`config.mk`:
```
export PLATFORM = sky130hd
export DESIGN_NAME = i2c_evt_vector_unit
export DESIGN_NICKNAME = d
export VERILOG_FILES = /design/src/rtl/ivu_pkg.sv /design/src/rtl/ivu_flags.sv /design/src/rtl/ivu_prio.sv /design/src/rtl/ivu_regs.sv /design/src/rtl/i2c_evt_vector_unit.sv
export SDC_FILE = /design/constraint.sdc
export NUM_CORES = 1
export LEC_CHECK = 0
export CORE_MARGIN = 2
export CORE_UTILIZATION = 48
export CTS_BUF_LIST = sky130_fd_sc_hd__clkbuf_2 sky130_fd_sc_hd__clkbuf_4 sky130_fd_sc_hd__clkbuf_8
export CTS_CLUSTER_DIAMETER = 30
export DETAILED_ROUTE_END_ITERATION = 6
export DONT_BUFFER_PORTS = 1
export PLACE_DENSITY = 0.61
export SYNTH_ARGS = -nofsm -noshare
export SYNTH_HDL_FRONTEND = slang
export SYNTH_SLANG_ARGS = --single-unit
export TNS_END_PERCENT = 10
```
`constraint.sdc`:
```
create_clock -name clk -period 2.8 [get_ports clk]
set_input_delay 0.14 -clock clk [delete_from_list [all_inputs] [get_ports clk]]
set_output_delay 0.14 -clock clk [all_outputs]
set_load 0.1 [all_outputs]
```
`src/rtl/ivu_pkg.sv`:
```
package ivu_pkg;
   localparam int NUM_EV = 7;
   localparam int CODE_W = 3;

   localparam int EV_ARB  = 0;
   localparam int EV_NACK = 1;
   localparam int EV_RDY  = 2;
   localparam int EV_RX   = 3;
   localparam int EV_TX   = 4;
   localparam int EV_STOP = 5;
   localparam int EV_SLV  = 6;

   typedef logic [NUM_EV-1:0] ev_vec_t;
   typedef logic [CODE_W-1:0] ev_code_t;
endpackage

```
`src/rtl/ivu_flags.sv`:
```
module ivu_flags
   import ivu_pkg::*;
(
   input  logic    clk,
   input  logic    rst_n,
   input  ev_vec_t set_i,
   input  ev_vec_t clr_i,
   output ev_vec_t pend_o
);
   ev_vec_t pend_q;

   for (genvar g = 0; g < NUM_EV; g++) begin : g_flag
      always_ff @(posedge clk) begin
         if (!rst_n)         pend_q[g] <= 1'b0;
         else if (set_i[g])  pend_q[g] <= 1'b1;
         else if (clr_i[g])  pend_q[g] <= 1'b0;
      end


      evt_sets_flag_chk: assert property (@(posedge clk) disable iff (!rst_n)
         set_i[g] |=> pend_q[g]);


      clear_drops_flag_chk: assert property (@(posedge clk) disable iff (!rst_n)
         (clr_i[g] && !set_i[g]) |=> !pend_q[g]);
   end

   assign pend_o = pend_q;
endmodule

```
`src/rtl/ivu_prio.sv`:
```
module ivu_prio
   import ivu_pkg::*;
(
   input  ev_vec_t  req_i,
   output ev_vec_t  grant_o,
   output ev_code_t code_o
);
   always_comb begin
      grant_o = '0;
      code_o  = '0;
      for (int i = NUM_EV - 1; i >= 0; i--) begin
         if (req_i[i]) begin
            grant_o    = '0;
            grant_o[i] = 1'b1;
            code_o     = CODE_W'(i + 1);
         end
      end
   end


   grant_onehot_chk: assert final ($onehot0(grant_o));

   grant_iff_req_chk: assert final ((grant_o != '0) == (req_i != '0));
endmodule

```
`src/rtl/ivu_regs.sv`:
```
module ivu_regs
   import ivu_pkg::*;
#(
   parameter int DATA_W     = 16,
   parameter int ADDR_W     = 8,
   parameter int OFS_MASK   = 'h04,
   parameter int OFS_STAT   = 'h08,
   parameter int OFS_VEC    = 'h28,
   parameter int SB_ARB     = 0,
   parameter int SB_NACK    = 1,
   parameter int SB_RDY     = 2,
   parameter int SB_STOP    = 5,
   parameter int SB_RSFULL  = 11,
   parameter int SB_BUSY    = 12
) (
   input  logic              clk,
   input  logic              rst_n,
   input  logic              sel_i,
   input  logic              wr_i,
   input  logic [ADDR_W-1:0] addr_i,
   input  logic [DATA_W-1:0] wdata_i,
   input  ev_vec_t           pend_i,
   input  ev_vec_t           grant_i,
   input  ev_code_t          code_i,
   input  logic              rsfull_i,
   input  logic              busy_i,
   output ev_vec_t           mask_o,
   output ev_vec_t           clr_o,
   output logic [DATA_W-1:0] rdata_o
);
   localparam logic [ADDR_W-1:0] A_MASK = ADDR_W'(OFS_MASK);
   localparam logic [ADDR_W-1:0] A_STAT = ADDR_W'(OFS_STAT);
   localparam logic [ADDR_W-1:0] A_VEC  = ADDR_W'(OFS_VEC);

   if (DATA_W <= SB_BUSY || DATA_W <= SB_RSFULL || DATA_W < NUM_EV) begin : g_bad_width
      $error("ivu_regs: DATA_W too narrow for status layout");
   end
   if (OFS_MASK == OFS_STAT || OFS_MASK == OFS_VEC || OFS_STAT == OFS_VEC) begin : g_bad_ofs
      $error("ivu_regs: register offsets must differ");
   end
   if ((1 << ADDR_W) <= OFS_VEC) begin : g_bad_addr
      $error("ivu_regs: ADDR_W cannot reach vector offset");
   end

   logic hit_mask, hit_stat, hit_vec;
   logic mask_wr, stat_wr, vec_rd, rd;
   ev_vec_t mask_q, w1c;
   logic [DATA_W-1:0] stat_word, rd_mux, rdata_q;

   assign hit_mask = (addr_i == A_MASK);
   assign hit_stat = (addr_i == A_STAT);
   assign hit_vec  = (addr_i == A_VEC);
   assign rd       = sel_i && !wr_i;
   assign mask_wr  = sel_i && wr_i && hit_mask;
   assign stat_wr  = sel_i && wr_i && hit_stat;
   assign vec_rd   = rd && hit_vec;

   always_comb begin
      w1c = '0;
      w1c[EV_RDY]  = stat_wr && wdata_i[SB_RDY];
      w1c[EV_STOP] = stat_wr && wdata_i[SB_STOP];
   end

   assign clr_o = w1c | (vec_rd ? grant_i : '0);

   always_ff @(posedge clk) begin
      if (!rst_n)       mask_q <= '0;
      else if (mask_wr) mask_q <= wdata_i[NUM_EV-1:0];
   end
   assign mask_o = mask_q;

   always_comb begin
      stat_word            = '0;
      stat_word[SB_ARB]    = pend_i[EV_ARB];
      stat_word[SB_NACK]   = pend_i[EV_NACK];
      stat_word[SB_RDY]    = pend_i[EV_RDY];
      stat_word[SB_STOP]   = pend_i[EV_STOP];
      stat_word[SB_RSFULL] = rsfull_i;
      stat_word[SB_BUSY]   = busy_i;
   end

   always_comb begin
      rd_mux = '0;
      if (hit_mask)     rd_mux[NUM_EV-1:0] = mask_q;
      else if (hit_stat) rd_mux = stat_word;
      else if (hit_vec)  rd_mux[CODE_W-1:0] = code_i;
   end

   always_ff @(posedge clk) begin
      if (!rst_n)  rdata_q <= '0;
      else if (rd) rdata_q <= rd_mux;
   end
   assign rdata_o = rdata_q;


   mask_write_lands_chk: assert property (@(posedge clk) disable iff (!rst_n)
      mask_wr |=> mask_q == $past(wdata_i[NUM_EV-1:0]));


   vec_read_reports_chk: assert property (@(posedge clk) disable iff (!rst_n)
      vec_rd |=> rdata_q[CODE_W-1:0] == $past(code_i));


   unmapped_read_zero_chk: assert property (@(posedge clk) disable iff (!rst_n)
      (rd && !hit_mask && !hit_stat && !hit_vec) |=> rdata_q == '0);
endmodule

```
`src/rtl/i2c_evt_vector_unit.sv`:
```
module i2c_evt_vector_unit
   import ivu_pkg::*;
#(
   parameter int DATA_W   = 16,
   parameter int ADDR_W   = 8,
   parameter int OFS_MASK = 'h04,
   parameter int OFS_STAT = 'h08,
   parameter int OFS_VEC  = 'h28,
   parameter bit IRQ_REG  = 1'b0
) (
   input  logic              clk,
   input  logic              rst_n,
   input  logic              bus_sel,
   input  logic              bus_wr,
   input  logic [ADDR_W-1:0] bus_addr,
   input  logic [DATA_W-1:0] bus_wdata,
   output logic [DATA_W-1:0] bus_rdata,
   input  logic [NUM_EV-1:0] evt_pulse,
   input  logic              rx_shift_full,
   input  logic              bus_busy,
   output logic              irq_o
);
   ev_vec_t  pend, mask, clr, grant, live;
   ev_code_t code;

   ivu_flags u_flags (
      .clk    (clk),
      .rst_n  (rst_n),
      .set_i  (evt_pulse),
      .clr_i  (clr),
      .pend_o (pend)
   );

   assign live = pend & mask;

   ivu_prio u_prio (
      .req_i   (live),
      .grant_o (grant),
      .code_o  (code)
   );

   ivu_regs #(
      .DATA_W   (DATA_W),
      .ADDR_W   (ADDR_W),
      .OFS_MASK (OFS_MASK),
      .OFS_STAT (OFS_STAT),
      .OFS_VEC  (OFS_VEC)
   ) u_regs (
      .clk      (clk),
      .rst_n    (rst_n),
      .sel_i    (bus_sel),
      .wr_i     (bus_wr),
      .addr_i   (bus_addr),
      .wdata_i  (bus_wdata),
      .pend_i   (pend),
      .grant_i  (grant),
      .code_i   (code),
      .rsfull_i (rx_shift_full),
      .busy_i   (bus_busy),
      .mask_o   (mask),
      .clr_o    (clr),
      .rdata_o  (bus_rdata)
   );

   if (IRQ_REG) begin : g_irq_ff
      logic irq_q;
      always_ff @(posedge clk) begin
         if (!rst_n) irq_q <= 1'b0;
         else        irq_q <= (code != '0);
      end
      assign irq_o = irq_q;
   end else begin : g_irq_comb
      assign irq_o = (code != '0);


      irq_tracks_grant_chk: assert property (@(posedge clk) disable iff (!rst_n)
         irq_o == (grant != '0));
   end


   masked_never_granted_chk: assert property (@(posedge clk) disable iff (!rst_n)
      (grant & ~mask) == '0);


   reset_clears_chk: assert property (@(posedge clk)
      !rst_n |=> (pend == '0 && mask == '0 && bus_rdata == '0));
endmodule

```
[Word level (Yosys, flattened, before mapping)]
Index checks and enable logic that the tools add are counted.
Storage, ports and cells
  bits of input ports: 37
  output and inout bits: 17
  register bits: 30
Cells by class
  equal/unequal tests: 3
  reduce and logical (&&, ||, !) cells: 16
  bitwise operators: 2
  multiplexer cells: 34
Operators by type and width (number)
  7-bit 2-to-1 mux: 9
  3-bit 2-to-1 mux: 9
  1-bit 2-to-1 mux: 14
  2-bit nonzero test: 7
  10-bit 2-to-1 mux: 1
  8-bit by 3-bit equality test with 1-bit output (second input constant): 1
  8-bit by 4-bit equality test with 1-bit output (second input constant): 1
  8-bit by 6-bit equality test with 1-bit output (second input constant): 1
  7-bit bitwise AND: 1
  1-bit logical AND: 7
  6-bit by 7-bit bitwise OR with 7-bit output: 1
  6-bit 2-to-1 mux: 1
  3-bit nonzero test: 1
  1-bit logical NOT: 1

[Logic depth before layout (Yosys ltp)]
  depth after elaboration: 12
  depth in mapped cells: 6

[Modules after synthesis]
Synthesis repeated with hierarchy kept, for this count alone.
Second synthesis, totals
  cell total of the unflattened synthesis: 159
  area, all modules: 1373.8 um2
Modules (own cells, without submodules)
  ivu_regs: area an instance 960.9 um2, sequential area each 320.3 um2, cells an instance 110, instances 1
  ivu_flags: area an instance 236.5 um2, sequential area each 140.1 um2, cells an instance 21, instances 1
  ivu_prio: area an instance 126.4 um2, sequential area each 0.0 um2, cells an instance 20, instances 1
  i2c_evt_vector_unit: area an instance 50.0 um2, sequential area each 0.0 um2, cells an instance 8, instances 1

[Worst setup path after synthesis]
Ideal clock, no wire load.
  path type: input to register
  start point: in bus_addr[7]
  end point: reg u_flags.pend_q[6], in the netlist u_flags.pend_o[6]
  required time: 2.685 ns
  buffers on the path: 0
  path slack: 1.162 ns
  stages: 5
  data arrival time: 1.523 ns
  cell sequence: or4_4 and4bb_4 and3b_4 a41oi_1 o21a_1
Between the ends
  longest elaborated chain between the ends: 5
Ends and longest elaborated chain
  start, declared: line i2c_evt_vector_unit.sv:15  | input logic [ADDR_W-1:0] bus_addr,
  8-bit by 6-bit equality test with 1-bit output: line ivu_regs.sv:52  | assign hit_vec = (addr_i == A_VEC);
  1-bit logical AND: line ivu_regs.sv:56  | assign vec_rd = rd && hit_vec;
  7-bit 2-to-1 mux: line ivu_regs.sv:64  | assign clr_o = w1c | (vec_rd ? grant_i : '0);
  6-bit by 7-bit bitwise OR with 7-bit output: line ivu_regs.sv:64
  2-bit nonzero test (no line)
  end signal, assigned by index: line ivu_flags.sv:14  | if (!rst_n) pend_q[g] <= 1'b0;
  end signal, assigned by index: line ivu_flags.sv:15  | else if (set_i[g]) pend_q[g] <= 1'b1;
  end signal, assigned by index: line ivu_flags.sv:16  | else if (clr_i[g]) pend_q[g] <= 1'b0;
  end, declared: line ivu_flags.sv:10  | ev_vec_t pend_q;
Every way passes these cells.
A chain may end at the register's enable or synchronous reset.

[Worst setup path after layout]
  start point: in bus_addr[7]
  end point: reg u_flags.pend_q[2], in the netlist u_flags.pend_o[2]
Between the ends
  longest elaborated chain between the ends: 5
  elaborated cells between the ends (all ways): 8
  classes of those cells: 2 x eq/ne; 1 x mux; 1 x bitwise; 4 x reduce/logical
Ends and longest elaborated chain (line)
  8-bit by 6-bit equality test with 1-bit output / 8-bit by 4-bit equality test with 1-bit output (equally long branches): ivu_regs.sv:52, ivu_regs.sv:51
  1-bit logical AND, on equally long branches: ivu_regs.sv:56, ivu_regs.sv:55
  7-bit 2-to-1 mux / 1-bit logical AND (equally long branches): ivu_regs.sv:64, ivu_regs.sv:60
  6-bit by 7-bit bitwise OR with 7-bit output (*): ivu_regs.sv:64
  2-bit nonzero test (no line) (*)
Mark *: on every way between the ends. The rest lies on a longest branch, timed or not.

==> reports/metrics.yaml <==
logic_synthesis:
  yosys_warnings: 0
  yosysSeqAreaShare_pct: 37.67
  netlist_top_cells_count: "dfxtp_1, nand2_1, nor2b_1"
  synth_cell_type_count: 36
  async_flop_share_pct: 0
  synth_most_common_cell: "dfxtp_1"
  netlist.area_leader.share_pct: 37.67
  ys_ff_latch: 23
  ys.flop_type: "dfxtp_1"
  postSynthCellCount: 141
  syn_avg_cell_area_um2: 8.670
  synth_top_area_cell: "dfxtp_1"
  synth_area_um2: 1222
  yosys-top-cells-area: "dfxtp_1, nor2b_1, mux2i_1, buf_4, nand2_1"
  synth_enable_flop_cells: 0
route:
  via_count: 1142
  drt-initial-drc-count: 41
  vias_per_cell: 5.948
  routed_wl_um: 2921
  drcViolationCount: 0
  dr.pass1.iters: 4
  wl_per_cell_um: 15.21
  drtAntennaViolNets: 0
power_and_ir_drop:
  static-leakage-power_uw: 0.0006026
  powerDensity_nw_per_um2: 416.3
  ir_worst_vdd_v: 0.0002783
critical_path:
  r2r_end: "u_flags.pend_o[2]"
  reg2regPathDepth: 5
  worstPathCellList: "or4_4 -> and4bb_4 -> a41o_1 -> a31oi_1 -> o21a_1 -> dlygate4sd3_1"
  critical_path_class: "input port to flop"
  r2r_slack_ns: 1.13
  critPathMaxFanout: 7
  r2r_start: "u_regs.mask_o[0]"
  critPathRequiredTime_ns: 3.00
  arrival_ns: 2.01
  startpoint: "bus_addr[7]"
  worst_path_max_delay_cell: "or4_4"
  crit_path_start_kind: "input port"
  crit_end: "u_flags.pend_o[2]"
  end_kind: "flop"
  slowest_delay_ns: 0.54
clock_network:
  cts_tree: "yes"
  cts_setup_buffers: 0
  htreeDepth: 1
  insertion_delay_ns: 0.31
  cts-root-buf: "clkbuf_4"
  clk_pin_slew_ns: 0.13
  cts.sinks: 23
  clock_path_buffers: 2
  cts_buffers: 3
run_status:
  status: "finished clean"
sta:
  fin_crit_sh_pct: 64.39
  max_freq_mhz: 554.6
  fin_worst_skew_ns: 0.01074
  grt_setup_unrepaired: "false"
  relSlewSlack_pct: 35.04
  fin_crit_ns: 1.803
  final_hold_viol_count: 0
  tightest_slew_ns: 0.9731
  drv_slew: 0
  setup_viol: 0
  setup_tns_ns: 0
  whs_ns: 0.009957
placed_design:
  dp_hpwl_um: 2012
  place_area_um2: 1275
  finalWeightedCongestion: 0.8463
  port_buffers: 0
  dpl.cell_count: 173
floorplan:
  fp.coreArea_um2: 2455
  io_pins: 54
  die_w_um: 54.47
  rows: 18
  die_h_um: 54.47
  initial_core_util_pct: 49.80
  fp.dieArea_um2: 2966
cells_and_area:
  fin_util_pct: 59.17
  fin_cells: 192
  fin_area_um2: 1453
  nets: 200
  n_antenna_cell: 0
  synthToLayoutAreaGrowth_pct: 18.83
  final_layout_size_suffix_gt1_share_pct: 12.35
  fillers: 229
global_route:
  antenna_found_initial: 0
  grtUsageTotal_pct: 22.42
  grt_pass1_wl_um: 4843
  grt_max_degree: 24
  top_usage_layer: "met2"
  grt_pass1_vias: 1081
  grt-ovfl-total: 0
  use_met3_pct: 4.098
  grtUsageMet1_pct: 28.04
  use_met2_pct: 38.35
flow_run:
  cap_violations: 0
hold_path:
  min_path_type: "input port to flop"
==> power by group <==
part	leakage (uW)	switching [uW]	internal (uW)
sequential	0.000188	8.65	336
clock	0.0000177	103	53.2
combinational	0.000397	71.6	32.7
==> metrics by stage <==
stage / total power (uW) / worst slack [ns]
finish: 604.8 / 0.9970
global route: 630.4 / 0.9569
detailed placement: 434.3 / 0.9585
floorplan: 435.7 / 1.162
global placement: 433.1 / 0.9920
CTS: 608.9 / 1.013
==> flip-flops by register name, indices dropped and copies added, names as in the netlist <==
| name | count |
|---|---|
| u_regs.mask_o | 7 |
| u_regs.rdata_o | 9 |
| u_flags.pend_o | 7 |
==> placed cells by master (no fill, tap or decap), types with 7 or more instances in the layout <==
master,n
nor2b_1,14
dlygate4sd3_1,15
buf_4,9
a21oi_1,8
nand3_1,8
nand2_1,14
dfxtp_1,23
conb_1,7
mux2i_1,7
==> final cells by class <==
cell class                 instances  area [um2]  share of cell area (%)
tap                               30       37.54                   2.584
timing repair buffer              24       217.7                   14.99
clock buffer                       3       22.52                   1.550
sequential                        23       460.4                   31.70
inverter                           4       15.01                   1.034
multi-input combinational        107       694.4                   47.80
clock inverter                     1       5.005                  0.3445
==> how the worst min path moves through the flow <==
stage,startpoint,end,depth (start not counted),slack [ns]
4_1_cts,bus_wdata[3],u_regs.mask_o[3],2,0.01
3_3_place_gp,rst_n,u_flags.pend_o[6],1,0.26
5_1_grt,bus_wdata[3],u_regs.mask_o[3],2,0.004
2_1_floorplan,evt_pulse[2],u_flags.pend_o[2],1,0.26
3_5_place_dp,rst_n,u_flags.pend_o[2],1,0.27
6_report,bus_wdata[3],u_regs.mask_o[3],2,0.01
==> worst max-delay path, delay by kind of cell <==
kind | cells | cell delay (ns)
and+or+nand+nor | 2 | 0.92
buffers and inverters | 1 | 0.54
AOI/OAI and AO/OA | 3 | 0.40
==> layer usage <==
layer | up-vias | part of all wire, %
met5 | - | 0
met2 | 46 | 48
met3 | 2 | 6.9
li1 | 541 | -
met1 | 553 | 44
met4 | 0 | 0.65
==> logic make-up (layout without fill, tap and decap cells) <==
family	after synthesis	count (layout)	synth area share (%)
AOI/OAI and AO/OA	41	41	23.03
buffers and inverters	17	32	7.369
DFF	23	23	37.67
muxes	7	7	5.732
other	1	7	0.3068
and+or+nand+nor	52	52	25.90
==> what timing repair did <==
item,4_1_cts,5_1_grt
gates resized for setup,0,0
hold endpoints to repair,23,0
hold buffers,15,0
No activity file was read; power rests on OpenSTA's default activity.
